===== src/rtl/xbus_pkg.sv =====
package xbus_pkg;
  typedef enum logic [1:0] {PH_IDLE, PH_ADDR, PH_STRB, PH_HOLD} xbus_phase_e;

  // extra strobe cycles for a wait code
  function automatic logic [1:0] extra_strobes(input logic [1:0] code);
    return (code == 2'b00) ? 2'd0 : (code == 2'b01) ? 2'd1 : 2'd2;
  endfunction
endpackage


===== src/rtl/xbus_sector_sel.sv =====
module xbus_sector_sel #(
  parameter int ADDR_W = 16,
  parameter int BND_W  = 4
) (
  input  logic [ADDR_W-1:0] addr,
  input  logic [BND_W-1:0]  bound,
  input  logic [1:0]        ws_lo,
  input  logic [1:0]        ws_hi,
  output logic [1:0]        ws
);
  localparam int TOP = ADDR_W - 1;
  logic upper;
  assign upper = (addr[TOP -: BND_W] >= bound);
  assign ws    = upper ? ws_hi : ws_lo;
endmodule


===== src/rtl/xbus_seq.sv =====
module xbus_seq
  import xbus_pkg::*;
#(
  parameter int ADDR_W = 16,
  parameter int DATA_W = 8
) (
  input  logic              clk,
  input  logic              rst_n,
  input  logic              req_valid,
  output logic              req_ready,
  input  logic [ADDR_W-1:0] req_addr,
  input  logic [DATA_W-1:0] req_wdata,
  input  logic              req_write,
  input  logic [1:0]        ws_sel,
  input  logic [DATA_W-1:0] bus_ad_i,
  output xbus_phase_e       phase,
  output logic [ADDR_W-1:0] op_addr,
  output logic [DATA_W-1:0] op_wdata,
  output logic              op_write,
  output logic              rsp_valid,
  output logic [DATA_W-1:0] rsp_rdata
);
  localparam int CNT_W = 2;
  logic [CNT_W-1:0] cnt;
  logic [1:0]       ws_q;

  assign req_ready = (phase == PH_IDLE);

  always_ff @(posedge clk or negedge rst_n) begin
    if (!rst_n) begin
      phase     <= PH_IDLE;
      cnt       <= '0;
      ws_q      <= '0;
      op_addr   <= '0;
      op_wdata  <= '0;
      op_write  <= 1'b0;
      rsp_valid <= 1'b0;
      rsp_rdata <= '0;
    end else begin
      rsp_valid <= 1'b0;
      unique case (phase)
        PH_IDLE: if (req_valid) begin
          op_addr  <= req_addr;
          op_wdata <= req_wdata;
          op_write <= req_write;
          ws_q     <= ws_sel;
          phase    <= PH_ADDR;
        end
        PH_ADDR: begin
          cnt   <= extra_strobes(ws_q) + 2'd1;
          phase <= PH_STRB;
        end
        PH_STRB: if (cnt == '0) begin
          if (!op_write) rsp_rdata <= bus_ad_i;
          if (ws_q == 2'b11) phase <= PH_HOLD;
          else begin
            phase     <= PH_IDLE;
            rsp_valid <= 1'b1;
          end
        end else begin
          cnt <= cnt - 1'b1;
        end
        PH_HOLD: begin
          phase     <= PH_IDLE;
          rsp_valid <= 1'b1;
        end
        default: phase <= PH_IDLE;
      endcase
    end
  end

  assert_ready_drop_R1: assert property (@(posedge clk) disable iff (!rst_n)
    (req_valid && req_ready) |=> !req_ready);
  assert_done_single_R8: assert property (@(posedge clk) disable iff (!rst_n)
    rsp_valid |=> !rsp_valid);
  assert_hold_code_R4: assert property (@(posedge clk) disable iff (!rst_n)
    (phase == PH_HOLD) |-> (ws_q == 2'b11));
endmodule


===== src/rtl/xbus_pins.sv =====
module xbus_pins
  import xbus_pkg::*;
#(
  parameter int ADDR_W = 16,
  parameter int DATA_W = 8
) (
  input  logic                     clk,
  input  logic                     rst_n,
  input  xbus_phase_e              phase,
  input  logic [ADDR_W-1:0]        op_addr,
  input  logic [DATA_W-1:0]        op_wdata,
  input  logic                     op_write,
  input  logic                     keep_en,
  output logic [ADDR_W-DATA_W-1:0] bus_ahi,
  output logic [DATA_W-1:0]        bus_ad_o,
  output logic                     bus_ad_oe,
  output logic                     bus_keep,
  output logic                     bus_ale,
  output logic                     bus_rd_n,
  output logic                     bus_wr_n
);
  logic [DATA_W-1:0] keep_q, drv;
  logic              strobe;

  assign strobe    = (phase == PH_STRB);
  assign bus_ale   = (phase == PH_ADDR);
  assign bus_ahi   = op_addr[ADDR_W-1:DATA_W];
  assign bus_rd_n  = !(strobe && !op_write);
  assign bus_wr_n  = !(strobe && op_write);
  assign bus_ad_oe = bus_ale || (strobe && op_write);
  assign drv       = bus_ale ? op_addr[DATA_W-1:0] : op_wdata;
  assign bus_ad_o  = bus_ad_oe ? drv : keep_q;
  assign bus_keep  = keep_en && !bus_ad_oe;

  always_ff @(posedge clk or negedge rst_n) begin
    if (!rst_n) keep_q <= '0;
    else if (bus_ad_oe) keep_q <= drv;
  end

  assert_ale_once_R2: assert property (@(posedge clk) disable iff (!rst_n)
    bus_ale |=> !bus_ale);
  assert_wr_data_R6: assert property (@(posedge clk) disable iff (!rst_n)
    !bus_wr_n |-> (bus_ad_oe && bus_ad_o == op_wdata && bus_rd_n));
  assert_rd_float_R7: assert property (@(posedge clk) disable iff (!rst_n)
    !bus_rd_n |-> !bus_ad_oe);
  assert_keep_hold_R9: assert property (@(posedge clk) disable iff (!rst_n)
    (!bus_ad_oe && $past(!bus_ad_oe)) |-> $stable(bus_ad_o));
endmodule


===== src/rtl/xbus_ctrl.sv =====
module xbus_ctrl
  import xbus_pkg::*;
#(
  parameter int ADDR_W = 16,
  parameter int DATA_W = 8,
  parameter int BND_W  = 4
) (
  input  logic                     clk,
  input  logic                     rst_n,
  input  logic                     req_valid,
  output logic                     req_ready,
  input  logic [ADDR_W-1:0]        req_addr,
  input  logic [DATA_W-1:0]        req_wdata,
  input  logic                     req_write,
  output logic                     rsp_valid,
  output logic [DATA_W-1:0]        rsp_rdata,
  input  logic [BND_W-1:0]         cfg_bound,
  input  logic [1:0]               cfg_ws_lo,
  input  logic [1:0]               cfg_ws_hi,
  input  logic                     cfg_keep_en,
  output logic [ADDR_W-DATA_W-1:0] bus_ahi,
  output logic [DATA_W-1:0]        bus_ad_o,
  output logic                     bus_ad_oe,
  input  logic [DATA_W-1:0]        bus_ad_i,
  output logic                     bus_keep,
  output logic                     bus_ale,
  output logic                     bus_rd_n,
  output logic                     bus_wr_n
);
  logic [1:0]        ws_sel;
  xbus_phase_e       phase;
  logic [ADDR_W-1:0] op_addr;
  logic [DATA_W-1:0] op_wdata;
  logic              op_write;

  xbus_sector_sel #(.ADDR_W(ADDR_W), .BND_W(BND_W)) u_sel (
    .addr(req_addr), .bound(cfg_bound), .ws_lo(cfg_ws_lo), .ws_hi(cfg_ws_hi),
    .ws(ws_sel));

  xbus_seq #(.ADDR_W(ADDR_W), .DATA_W(DATA_W)) u_seq (
    .clk(clk), .rst_n(rst_n), .req_valid(req_valid), .req_ready(req_ready),
    .req_addr(req_addr), .req_wdata(req_wdata), .req_write(req_write),
    .ws_sel(ws_sel), .bus_ad_i(bus_ad_i), .phase(phase), .op_addr(op_addr),
    .op_wdata(op_wdata), .op_write(op_write), .rsp_valid(rsp_valid),
    .rsp_rdata(rsp_rdata));

  xbus_pins #(.ADDR_W(ADDR_W), .DATA_W(DATA_W)) u_pins (
    .clk(clk), .rst_n(rst_n), .phase(phase), .op_addr(op_addr),
    .op_wdata(op_wdata), .op_write(op_write), .keep_en(cfg_keep_en),
    .bus_ahi(bus_ahi), .bus_ad_o(bus_ad_o), .bus_ad_oe(bus_ad_oe),
    .bus_keep(bus_keep), .bus_ale(bus_ale), .bus_rd_n(bus_rd_n),
    .bus_wr_n(bus_wr_n));
endmodule


===== config.mk =====
export PLATFORM = sky130hd
export DESIGN_NAME = xbus_ctrl
export DESIGN_NICKNAME = d
export VERILOG_FILES = /design/src/rtl/xbus_pkg.sv /design/src/rtl/xbus_sector_sel.sv /design/src/rtl/xbus_seq.sv /design/src/rtl/xbus_pins.sv /design/src/rtl/xbus_ctrl.sv
export SDC_FILE = /design/constraint.sdc
export NUM_CORES = 1
export LEC_CHECK = 0
export ABC_AREA = 1
export BUFFER_PORTS_ARGS = -buffer_cell sky130_fd_sc_hd__buf_2
export CORE_AREA = 2 2 74 76
export CTS_CLUSTER_DIAMETER = 50
export DETAILED_ROUTE_END_ITERATION = 16
export DIE_AREA = 0 0 76 78
export GPL_TIMING_DRIVEN = 0
export PLACE_DENSITY = 0.73
export RECOVER_POWER = 100
export SYNTH_ARGS = -nofsm -noshare
export SYNTH_HDL_FRONTEND = slang
export SYNTH_SLANG_ARGS = --single-unit
export TNS_END_PERCENT = 20

===== constraint.sdc =====
create_clock -name clk -period 1.51 [get_ports clk]
set_clock_uncertainty 0.15 [all_clocks]
set_input_delay 0.302 -clock clk [delete_from_list [all_inputs] [get_ports clk]]
set_output_delay 0.302 -clock clk [all_outputs]
set_load 0.03 [all_outputs]

# After elaboration in Yosys (flattened, before gate mapping)
# Cells that the tools add are included.
op_classes:
  muxes: 14
  n_reduce_logical: 16
  addsub: 2
  bitwise_logic: 1
  magnitude_cmp: 1
  eq_ne: 8
op_table:
  columns: ["op", "n"]
  rows:
  - ["two-way mux 8 bit", 2]
  - ["two-way mux 2 bit", 7]
  - ["case mux 2 bit (4 select lines)", 1]
  - ["equality test 2 bit, second input constant", 3]
  - ["zero test 2 bit", 3]
  - ["inequality test 2 bit, second input constant", 3]
  - ["AND reduction 2 bit", 3]
  - ["equality test 2 x 1 -> 1 bit, second input constant", 2]
  - ["greater-or-equal comparator 4 bit", 1]
  - ["zero test 1 bit", 4]
  - ["case mux 2 bit (2 select lines)", 1]
  - ["logical AND 1 bit", 3]
  - ["AND reduction 3 bit", 1]
  - ["adder 2 x 1 -> 2 bit, second input constant", 1]
  - ["two-way mux 1 bit", 2]
  - ["case mux 1 bit (2 select lines)", 1]
  - ["nonzero test 2 bit", 1]
  - ["subtractor 2 x 1 -> 2 bit, second input constant", 1]
  - ["logical OR 1 bit", 1]
  - ["inverter 1 bit", 1]
word_totals:
  wordCells: 51
  regBits: 48

# Depth between registers and ports, before layout
logic_depth:
  ltp_word: 5
  depth_mapped: 10
  depth_no_buf: 10

# Cells and area by module
# From an unflattened synthesis, not the netlist that was laid out.
unflattened:
  hier_cells: 292
  hier_area_um2: 2414.8
modules_own_cells:
  columns: ["mod", "cells_each", "n_inst", "area_each_um2", "seq_area_each_um2"]
  rows:
  - ["xbus_seq", 191, 1, 1689.1, 1001.0]
  - ["xbus_pins", 75, 1, 571.8, 200.2]
  - ["xbus_sector_sel", 26, 1, 153.9, 0.0]

# Worst setup path after synthesis
# Ideal clock, no wire load.
synth_timing:
  kind: "reg2out"
  startpoint: "reg u_seq.phase[1]"
  endpoint: "out bus_ad_o[0]"
  arrival_time_ns: 1.811
  n_path_buf: 1
  path_stages_with_launch: 7
  slack_ns: -0.753
  path_cell_list: "dfrtp_1 nand2_2 inv_1 nand2_1 nand2_1 buf_2 a31oi_1"
synth_via:
  elab_chain_len: 4
synth_rtl:
  columns: ["item", "line_no", "source"]
  rows:
  - ["start, declared", "xbus_seq.sv:16", "output xbus_phase_e phase,"]
  - ["start signal, assigned", "xbus_seq.sv:31", "phase <= PH_IDLE;"]
  - ["start signal, assigned", "xbus_seq.sv:47", "phase <= PH_ADDR;"]
  - ["start signal, assigned", "xbus_seq.sv:51", "phase <= PH_STRB;"]
  - ["equality test 2 bit", "xbus_pins.sv:25", "assign strobe = (phase == PH_STRB);"]
  - ["logical AND 1 bit", "xbus_pins.sv:30", "assign bus_ad_oe = bus_ale || (strobe && op_write);"]
  - ["logical OR 1 bit (*)", "xbus_pins.sv:30", null]
  - ["named net bus_ad_oe", "xbus_ctrl.sv:23", "output logic bus_ad_oe,"]
  - ["two-way mux 8 bit (*)", "xbus_pins.sv:32", "assign bus_ad_o = bus_ad_oe ? drv : keep_q;"]
  - ["end, declared", "xbus_ctrl.sv:22", "output logic [DATA_W-1:0] bus_ad_o,"]
# Mark *: on every way through the listed nets, which the timed path passes. The rest lies on a longest branch.

# Worst setup path in the final report
layout_timing:
  startpoint: "reg u_seq.phase[1]"
  endpoint: "out bus_ad_o[6]"
layout_via:
  elab_chain_len: 4
layout_rtl:
  columns: ["item", "line_no"]
  rows:
  - ["equality test 2 bit", "xbus_pins.sv:25"]
  - ["logical AND 1 bit", "xbus_pins.sv:30"]
  - ["logical OR 1 bit", "xbus_pins.sv:30"]
  - ["two-way mux 8 bit (*)", "xbus_pins.sv:32"]
# Every way passes the cells marked *; elsewhere a longest branch is shown, timed or not.

==> results.md <==
- Worst Tran Pin Value: approximately 1100 ps
- Reg2Reg Depth: 9
- Core Region: 5040 µm²
- Final net count: a little over 400
- HPWL Detailed: 3610 µm
- GPL Wtd Cong: 0.793
- Sequential share of the synthesized area: a little over half
- Final period utilization: 136%
- Avg Vias per Cell: around 4.5
- Crit-path max FO: 9
- CTS Buf Count: 5
- Ranking of synthesized cells by area: dfrtp_1 (54%), nand2_1 (20%), inv_1 (4.6%)
- Synth Instances: 265
- Area leader, netlist: dfrtp_1
- Non-filler cells, final: between 400 and 500
- CTS tree: done
- Largest net degree at the start of global routing: ~50
- Dpl ws: -264 ps
- Setup violators final: 43
- Register area: 1200 µm²
- WP data arrival: 1610 ps
- NetSw: 0.00381 W
- Beginning of the critical path: u_seq.phase[1]
- Total GRT Usage: 18.1%
- Fill count: 407
- Outcome: finished with violations
- Unrepaired setup endpoints after global routing: true
- FF-to-FF End: u_seq.rsp_rdata[7]
- Hold Path Depth: 3
- H-tree levels: 2
- Worst r2r src: u_seq.phase[0]
- Max_cap viols: 0
- Layout area overhead: 50.4%
- Min Tclk post-route: 2060 ps
- Max-slew violations: 0
- Drt first-iter violations: 77
- Internal power: 0.00486 W
- Async SR Flop Fraction: between 90% and 100%
- I/O Pins: 76
- Hold Vio Cnt, Final: 0
- Register share of total power: 26.9%
- First-pass GRT wire length: 8660 µm
- Hold_buf cts: 0
- EDFF count, synth: 0
- Post-route ant nets: 0
- Clock power share: a little under an eighth
- Initial antenna violation count: 0
- Failing checks: negative setup slack
- Detailed Routing Iterations Pass 1: 4
- Cells after DPL: 410
- Cell area after synthesis: about 2200 µm²
- Share of post-route cells with drive strength above 1: 40.6%
- Row count: 26
- Post-synthesis cell type count: 21
- Startpoint Class: flop
- Multi-input gate area: 987 µm²
- WL per Instance: 11.7 µm
- Port Buffers: 75
- Mapped Nets: 315
- Syn. warnings: 0
- Net Sw Frac: between 40% and 50%
- Synth Register Bits: 48
- Most frequent cells in the layout: nand2_1 (110), buf_2 (54), dfrtp_1 (47), inv_1 (25), buf_4 (20)
- Comb pwr share: 61.5%
- Latest clock arrival within the worst-skew pair: roughly 300 ps
- Fmax: 0.486 GHz
- Final WL: between 5000 and 6000 µm
- CTS Sinks: 48
- P_leak: 1.77 nW
- WP data required: 1060 ps
- Root buffer cell: clkbuf_8
- Worst slew margin: 24.0%
- DRC Markers: 0
- Worst setup EP type: output pin
- Inserted Diodes: 0
- VDD IR-drop max: 1010 µV
- Most common cell after layout, fill and taps aside: nand2_1
- CP Class: reg -> out
- GRT overflow: 0
- Die height: 78 µm
- Ys flop type: dfrtp_1
- Syn Area/Cell: 8.33 µm²
- Initial Utilization: ~44%
- Worst Setup EP: bus_ad_o[6]
- Final WS setup: -548 ps
- Clock transition at path regs: 80 ps
- Clk buf depth: 2
- DR vias: about 2.0k
- Reg2Reg Setup Slack: -230 ps
- DIE AREA: around 6000 µm²
- Top cell type's share of synthesized area: a little over half
- Vias in the first global route: 1925
- PwrDens: 2610 nW/µm²
- Die Wd: 76 µm
- Hold path start: req_wdata[0]
- Worst Hold Class: in -> reg
## cells by family (layout without fill, tap and decap cells)
family | count (synthesis) | in the layout | synth area share [%]
simple gates | 139 | 139 | 24.6
compound gates | 26 | 26 | 7.82
fa+ha+maj | 5 | 5 | 2.83
buf+inv | 47 | 144 | 10.3
flops | 48 | 48 | 54.4
## synthesized netlist by cell type (2+ instances only)
| cell type | number |
|---|---|
| nand4_1 | 2 |
| ha_1 | 5 |
| buf_6 | 2 |
| clkinv_1 | 2 |
| o21ai_0 | 7 |
| nand2_2 | 3 |
| dfrtp_1 | 48 |
| o21ai_2 | 8 |
| a31oi_1 | 8 |
| nor2_1 | 12 |
| a21oi_1 | 2 |
| buf_4 | 8 |
| nand3_1 | 3 |
| or2_1 | 2 |
| inv_1 | 27 |
| buf_2 | 5 |
| nand2_1 | 117 |
## state kept, by name, summed over array words and instances, names as in the netlist
name / cells
u_seq.ws_q: 2
u_seq.rsp_rdata: 8
u_seq.op_addr: 16
u_pins.keep_q: 8
u_seq.op_wdata: 8
u_seq.phase: 2
u_seq.cnt: 2
u_seq.rsp_valid: 1
u_seq.op_write: 1
## power groups by stage
| stage | Combinational [W] | Clock [W] | Sequential, W |
|---|---|---|---|
| after floorplan | 0.00309 | 0 | 0.00245 |
| after global placement | 0.00416 | 0 | 0.00228 |
| after detailed placement | 0.00424 | 0 | 0.00231 |
| after CTS | 0.00514 | 0.00103 | 0.00231 |
| after global routing | 0.00578 | 0.00107 | 0.00241 |
| final | 0.00534 | 0.00100 | 0.00234 |
## routing by layer
layer  wire (µm)  share of wire (%)  global-route usage, %
met5           0                  0                      0
met4          76                1.5                   6.00
met3         323                6.4                   5.12
met2        2510                 49                   31.1
met1        2170                 43                   22.2
## timing repair
item                                   in CTS  in global routing
buffers inserted                            7                  5
setup endpoints to repair                  42                 46
pin swaps                                   4                  3
resized for setup                          47                  8
endpoints found under the hold margin       0                  0
gates cloned                                1                  1
## worst min-delay path by stage
stage / end / slack, ps
after global routing: u_seq.op_wdata[0] / 30
after global placement: u_seq.rsp_rdata[0] / 310
final: u_seq.op_wdata[0] / 40
after CTS: u_seq.op_wdata[3] / 30
after detailed placement: u_seq.rsp_rdata[4] / 310
after floorplan: u_pins.keep_q[0] / -140
## through the flow
step	utilization [%]	area [µm²]	hold slack (ps)	power [W]	setup TNS [ps]
floorplan	-	2400	-144	0.00554	-3790
global placement	56.9	2870	308	0.00644	-3700
detailed placement	56.9	2870	314	0.00655	-4720
CTS	64.1	3230	31.8	0.00848	-7480
global route	65.8	3320	33.1	0.00926	-11120
finish	65.8	3320	41.5	0.00868	-7820
## worst max-delay path, stage by stage (launching register included)
cell       delay, ps
dfrtp_2          450
inv_2            120
nand2_8           80
clkbuf_16        170
clkinv_8          60
nand2_1           90
a31oi_4          190
buf_6            150
## area by class of cell
cell class | instances | share of cell area [%]
flip-flops and latches | 48 | 36.2
multi-input cells | 170 | 29.7
repair buffers | 89 | 18.3
plain buffers | 17 | 5.35
inverters | 30 | 3.96
clock buffers | 7 | 2.90
well taps | 70 | 2.64
clock inverters | 1 | 0.905
(Power assumes the default switching activity.)
